===== src/rtl/memmap_pkg.sv =====
package memmap_pkg;

   localparam int MODE_W = 3;

   typedef struct packed {
      logic upper_data;   // bit 2: RAM blocks 4..7 visible in data space
      logic ovly_prog;    // bit 1: RAM also visible in program page 0
      logic rom_off;      // bit 0: on-chip ROM removed from program space
   } mode_t;

   typedef enum logic [1:0] {
      RGN_NONE = 2'd0,
      RGN_ROM  = 2'd1,
      RGN_RAM  = 2'd2,
      RGN_EXT  = 2'd3
   } region_e;

endpackage


===== src/rtl/memmap_mode_reg.sv =====
module memmap_mode_reg
   import memmap_pkg::*;
(
   input  logic  clk,
   input  logic  rst_n,
   input  logic  strap_rom_off,
   input  logic  wr_en,
   input  mode_t wr_data,
   output mode_t mode_q
);

   mode_t reset_val;

   always_comb begin
      reset_val            = '0;
      reset_val.rom_off    = strap_rom_off;
   end

   always_ff @(posedge clk) begin
      if (!rst_n) begin
         mode_q <= reset_val;
      end else if (wr_en) begin
         mode_q <= wr_data;
      end
   end

endmodule


===== src/rtl/memmap_region_dec.sv =====
module memmap_region_dec
   import memmap_pkg::*;
#(
   parameter int OFS_W          = 16,
   parameter int PAGE_W         = 7,
   parameter bit ROM_PRESENT    = 1'b1,
   parameter int ROM_WORDS      = 16384,
   parameter int RAM_WORDS      = 65536,
   parameter int RAM_BLOCKS     = 8,
   parameter int UPPER_BLK_BASE = 4
)(
   input  logic                    req,
   input  logic                    is_data,
   input  logic [PAGE_W+OFS_W-1:0] addr,
   input  mode_t                   mode,
   output region_e                 region
);

   localparam int BLK_WORDS = RAM_WORDS / RAM_BLOCKS;
   localparam int BLK_SH    = $clog2(BLK_WORDS);
   localparam int BLK_IDX_W = $clog2(RAM_BLOCKS);
   localparam int ROM_BASE  = (1 << OFS_W) - ROM_WORDS;

   logic [OFS_W-1:0]     ofs;
   logic [PAGE_W-1:0]    page;
   logic [BLK_IDX_W-1:0] blk;
   logic                 in_ram;
   logic                 in_rom_win;
   logic [RAM_BLOCKS-1:0] data_vis;
   logic                 data_ram_hit;
   logic                 prog_rom_hit;
   logic                 prog_ram_hit;

   assign ofs    = addr[OFS_W-1:0];
   assign page   = addr[PAGE_W+OFS_W-1:OFS_W];
   assign blk    = ofs[BLK_SH +: BLK_IDX_W];
   assign in_ram = ({1'b0, ofs} < RAM_WORDS[OFS_W:0]);

   // visibility of each RAM block in data space
   for (genvar b = 0; b < RAM_BLOCKS; b++) begin : g_blk
      if (b < UPPER_BLK_BASE) begin : g_fixed
         assign data_vis[b] = 1'b1;
      end else begin : g_switched
         assign data_vis[b] = mode.upper_data;
      end
   end

   // ROM window: variant chosen by parameter
   if (ROM_PRESENT) begin : g_rom
      assign in_rom_win = (ofs >= ROM_BASE[OFS_W-1:0]);
   end else begin : g_no_rom
      assign in_rom_win = 1'b0;
   end

   assign data_ram_hit = in_ram && data_vis[blk];
   assign prog_rom_hit = (page == '0) && in_rom_win && !mode.rom_off;
   assign prog_ram_hit = (page == '0) && in_ram && mode.ovly_prog;

   always_comb begin
      if (!req) begin
         region = RGN_NONE;
      end else if (is_data) begin
         region = data_ram_hit ? RGN_RAM : RGN_EXT;
      end else if (prog_rom_hit) begin
         region = RGN_ROM;
      end else if (prog_ram_hit) begin
         region = RGN_RAM;
      end else begin
         region = RGN_EXT;
      end
   end

endmodule


===== src/rtl/memmap_sel_drive.sv =====
module memmap_sel_drive
   import memmap_pkg::*;
(
   input  region_e region,
   output logic    sel_rom,
   output logic    sel_ram,
   output logic    sel_ext
);

   always_comb begin
      sel_rom = 1'b0;
      sel_ram = 1'b0;
      sel_ext = 1'b0;
      unique case (region)
         RGN_ROM:  sel_rom = 1'b1;
         RGN_RAM:  sel_ram = 1'b1;
         RGN_EXT:  sel_ext = 1'b1;
         default:  ;
      endcase
   end

endmodule


===== src/rtl/memmap_decoder.sv =====
module memmap_decoder
   import memmap_pkg::*;
#(
   parameter int OFS_W          = 16,
   parameter int PAGE_W         = 7,
   parameter bit ROM_PRESENT    = 1'b1,
   parameter int ROM_WORDS      = 16384,
   parameter int RAM_WORDS      = 65536,
   parameter int RAM_BLOCKS     = 8,
   parameter int UPPER_BLK_BASE = 4
)(
   input  logic                    clk,
   input  logic                    rst_n,
   input  logic                    boot_rom_off,
   input  logic                    cfg_we,
   input  logic [MODE_W-1:0]       cfg_wdata,
   output logic [MODE_W-1:0]       cfg_rdata,
   input  logic                    acc_req,
   input  logic                    acc_is_data,
   input  logic [PAGE_W+OFS_W-1:0] acc_addr,
   output logic                    sel_rom,
   output logic                    sel_ram,
   output logic                    sel_ext
);

   // elaboration-time parameter checks
   if (RAM_BLOCKS < 2 || (RAM_BLOCKS & (RAM_BLOCKS - 1)) != 0) begin : g_bad_blocks
      $error("RAM_BLOCKS must be a power of two, at least 2");
   end
   if (RAM_WORDS > (1 << OFS_W) || (RAM_WORDS % RAM_BLOCKS) != 0) begin : g_bad_ram
      $error("RAM_WORDS must fit the offset and divide into blocks");
   end
   if (ROM_WORDS < 1 || ROM_WORDS >= (1 << OFS_W)) begin : g_bad_rom
      $error("ROM_WORDS must be between 1 and one page minus one");
   end
   if (UPPER_BLK_BASE < 0 || UPPER_BLK_BASE > RAM_BLOCKS) begin : g_bad_split
      $error("UPPER_BLK_BASE out of range");
   end

   mode_t   mode_q;
   region_e region;

   memmap_mode_reg u_mode (
      .clk           (clk),
      .rst_n         (rst_n),
      .strap_rom_off (boot_rom_off),
      .wr_en         (cfg_we),
      .wr_data       (mode_t'(cfg_wdata)),
      .mode_q        (mode_q)
   );

   memmap_region_dec #(
      .OFS_W          (OFS_W),
      .PAGE_W         (PAGE_W),
      .ROM_PRESENT    (ROM_PRESENT),
      .ROM_WORDS      (ROM_WORDS),
      .RAM_WORDS      (RAM_WORDS),
      .RAM_BLOCKS     (RAM_BLOCKS),
      .UPPER_BLK_BASE (UPPER_BLK_BASE)
   ) u_dec (
      .req     (acc_req),
      .is_data (acc_is_data),
      .addr    (acc_addr),
      .mode    (mode_q),
      .region  (region)
   );

   memmap_sel_drive u_sel (
      .region  (region),
      .sel_rom (sel_rom),
      .sel_ram (sel_ram),
      .sel_ext (sel_ext)
   );

   assign cfg_rdata = mode_q;

endmodule


===== config.mk =====
export PLATFORM = sky130hd
export DESIGN_NAME = memmap_decoder
export DESIGN_NICKNAME = d
export VERILOG_FILES = /design/src/rtl/memmap_pkg.sv /design/src/rtl/memmap_mode_reg.sv /design/src/rtl/memmap_region_dec.sv /design/src/rtl/memmap_sel_drive.sv /design/src/rtl/memmap_decoder.sv
export SDC_FILE = /design/constraint.sdc
export NUM_CORES = 1
export LEC_CHECK = 0
export CAP_MARGIN = 0
export CORE_AREA = 3 3 40 42
export CTS_BUF_LIST = sky130_fd_sc_hd__clkbuf_4
export DETAILED_ROUTE_END_ITERATION = 16
export DIE_AREA = 0 0 43 45
export HOLD_SLACK_MARGIN = 0.06
export PLACE_DENSITY = 0.69
export RECOVER_POWER = 25
export SYNTH_ARGS = -nofsm -noshare
export SYNTH_HDL_FRONTEND = slang
export SYNTH_SLANG_ARGS = --single-unit

===== constraint.sdc =====
create_clock -name clk -period 1.1 [get_ports clk]
set_clock_uncertainty 0.05 [all_clocks]
set_input_delay 0.275 -clock clk [delete_from_list [all_inputs] [get_ports clk]]
set_output_delay 0.275 -clock clk [all_outputs]
set_load 0.03 [all_outputs]

==> metrics.cfg, run 1 <==
[final_layout]
syn2layout_area_growth_pct = 192
biggestRegsByFlops = u_mode.mode_q (3)
final_cell_area_um2 = 649
top_register = u_mode.mode_q
final_cell_mix = 12 x buf_6, 7 x buf_4, 5 x dlygate4sd2_1, 5 x clkdlybuf4s50_1
utilization_pct = 50.5
layout.nets = 95
final_common_cell = buf_6
diodes = 0
drive_above_1_share_pct = 59.7
largest_reg_flops = 3

[placed_design]
dp_slack_ns = -1.21
placed_cell_area_um2 = 543
dpl.hpwl_um = 719
port_buffers = 23
gp_congestion = 0.770

[logic_synthesis]
synthCells = 23
ys_seq_elements = 3
synth_top_family_by_area = simple AND/OR/NAND/NOR gates
synthMuxAreaShare_pct = 14.0
avgSynthCellArea_um2 = 9.68
synth_xor_area_share_pct = 0
synth_fa_ha_area_share_pct = 0
syn-num-nets = 55
ys_types = 14
yosysSeqAreaShare_pct = 31.5
synth_area_um2 = 223
synthSimpleGateAreaFrac_pct = 41.0
yosys_warnings = 0
synth_compound_area_share_pct = 13.5

[route]
ant_nets = 0
drtIter0Drc = 1
wl_per_cell_um = 10.8
vias = 326
drt-total-wl_um = 834
drc = 0
drt-pass1-iter-count = 2
viasPerCell = 4.23

[clocking]
htreeDepth = 1
cts_root_buf = clkbuf_4
clk_path_buf_depth = 2
cts_sinks = 3
path_clk_slew_ns = 0.03
worstSkewPairLatency_ns = 0.23
hold_buffers = 0
cts_buffers = 3
cts_tree = built

[pwr]
power_density_nw_per_um2 = 866
total_power_mw = 0.563
power_leakage_nw = 0.315
vdd_ir_drop_max_mv = 0.424

[timing]
finalCritPeriodShare_pct = 153
layout_min_cycle_time_ns = 1.69
hold_viol_final = 0
fmax_mhz = 593
rsz0062_at_grt = true
slew_headroom_pct = 80.6
tightestPinTransition_ns = 0.288
fin_ws_ns = -0.585
timing.hold.ws_ns = 0.486
setup_viol = 6
final_max_slew_viol_count = 0

[global_routing]
grt_pass1_wl_um = 1390
grt-ovfl-total = 0
antenna_found_initial = 0
grtUsageTotal_pct = 10.2
grt_max_degree = 4
grt_pass1_vias = 351

[outcome]
status = finished with violations
failed_checks = negative setup slack

[floorplan]
initial_core_util_pct = 17.3
core_area_um2 = 1280
die_x_um = 43
die_h_um = 45
fp-row-count = 13
io_pins = 38
dieArea_um2 = 1940

[critical_path]
crit_type = reg -> out
crit_fanout = 2
critPathRequiredTime_ns = 0.77
cp.arrival_ns = 1.36
r2r_slack_ns = 0.33
cp-start-kind = flop
end_kind = primary output

[job]
drv_cap = 0

[min_path]
hold_path_class = in -> reg

## per-stage QoR
step	setup TNS, ns	cells
floorplan	-1.18	23
global placement	-3.51	70
detailed placement	-3.71	70
CTS	-1.83	77
global route	-2.10	77
finish	-1.74	77
## report_power, final
group	switching (mW)	internal [mW]	leakage (nW)
Sequential	0.00466	0.125	0.0274
Combinational	0.0890	0.128	0.269
Clock	0.0549	0.160	0.0184
Total	0.149	0.414	0.315
## final cells by class
cell class | instances | area [um^2]
Clock buffer | 4 | 30.0
Multi-Input combinational cell | 20 | 206
Sequential cell | 3 | 72.6
Tap cell | 15 | 18.8
Fill cell | 132 | 636
Timing Repair Buffer | 35 | 322
## synth_stat cells
library cell  count  area [um^2]
mux2_2            1         11.3
edfxtp_1          1         30.0
mux2i_1           2         20.0
nor2_1            1         3.75
a21oi_1           1         5.00
nor2b_1           4         25.0
a211o_1           1         8.76
nand3b_1          1         7.51
nor3_1            2         10.0
nand2b_1          2         12.5
dfxtp_1           2         40.0
o32ai_2           1         16.3
nand2_1           3         11.3
nor4_4            1         21.3
## metal layers
layer	up-vias	share of wire, %	track usage (%)
li1	163	-	-
met1	137	29	9.38
met2	24	54	18.6
met3	2	15	3.98
met4	0	1.2	7.23
met5	-	0	0
## final timing paths
| check | startpoint | endpoint | cells past startpoint |
|---|---|---|---|
| max | u_mode.mode_q[0]$_DFFE_PP_ | sel_ext | 4 |
| min | rst_n | u_mode.mode_q[0]$_DFFE_PP_ | 2 |
| max reg2reg | u_mode.mode_q[1]$_SDFFE_PN0P_ | u_mode.mode_q[1]$_SDFFE_PN0P_ | 3 |
| min reg2reg | u_mode.mode_q[2]$_SDFFE_PN0P_ | u_mode.mode_q[2]$_SDFFE_PN0P_ | 3 |
## worst max-delay path, stage by stage, from the launching register on
cell	delay (ns)
edfxtp_1	0.37
nand3b_1	0.21
buf_4	0.15
a211o_1	0.26
buf_6	0.14
## cells by family (layout without fill, tap and decap cells)
kind of cell           count (synthesis)  in the layout
AOI/OAI and AO/OA                      3              3
buffers and inverters                  0             39
DFF                                    3              3
muxes                                  3              3
and+or+nand+nor                       14             14
## repair_timing
| item | 4_1_cts | 5_1_grt |
|---|---|---|
| endpoints found under the setup margin | 7 | 6 |
| buffers inserted | 3 | 0 |
| resized for setup | 43 | 11 |
| pin swaps | 7 | 5 |
Note: power is estimated with default switching activity, not from simulation.
==> run 2: changes to the inputs <==
--- a/config.mk
+++ b/config.mk
@@ -8,6 +8,7 @@
 export CAP_MARGIN = 0
 export CORE_AREA = 3 3 40 42
 export CTS_BUF_LIST = sky130_fd_sc_hd__clkbuf_4
+export CTS_CLUSTER_DIAMETER = 40
 export DETAILED_ROUTE_END_ITERATION = 16
 export DIE_AREA = 0 0 43 45
 export HOLD_SLACK_MARGIN = 0.06
==> results of run 2 <==
Final layout, timing and power as in run 1 (identical DEF).
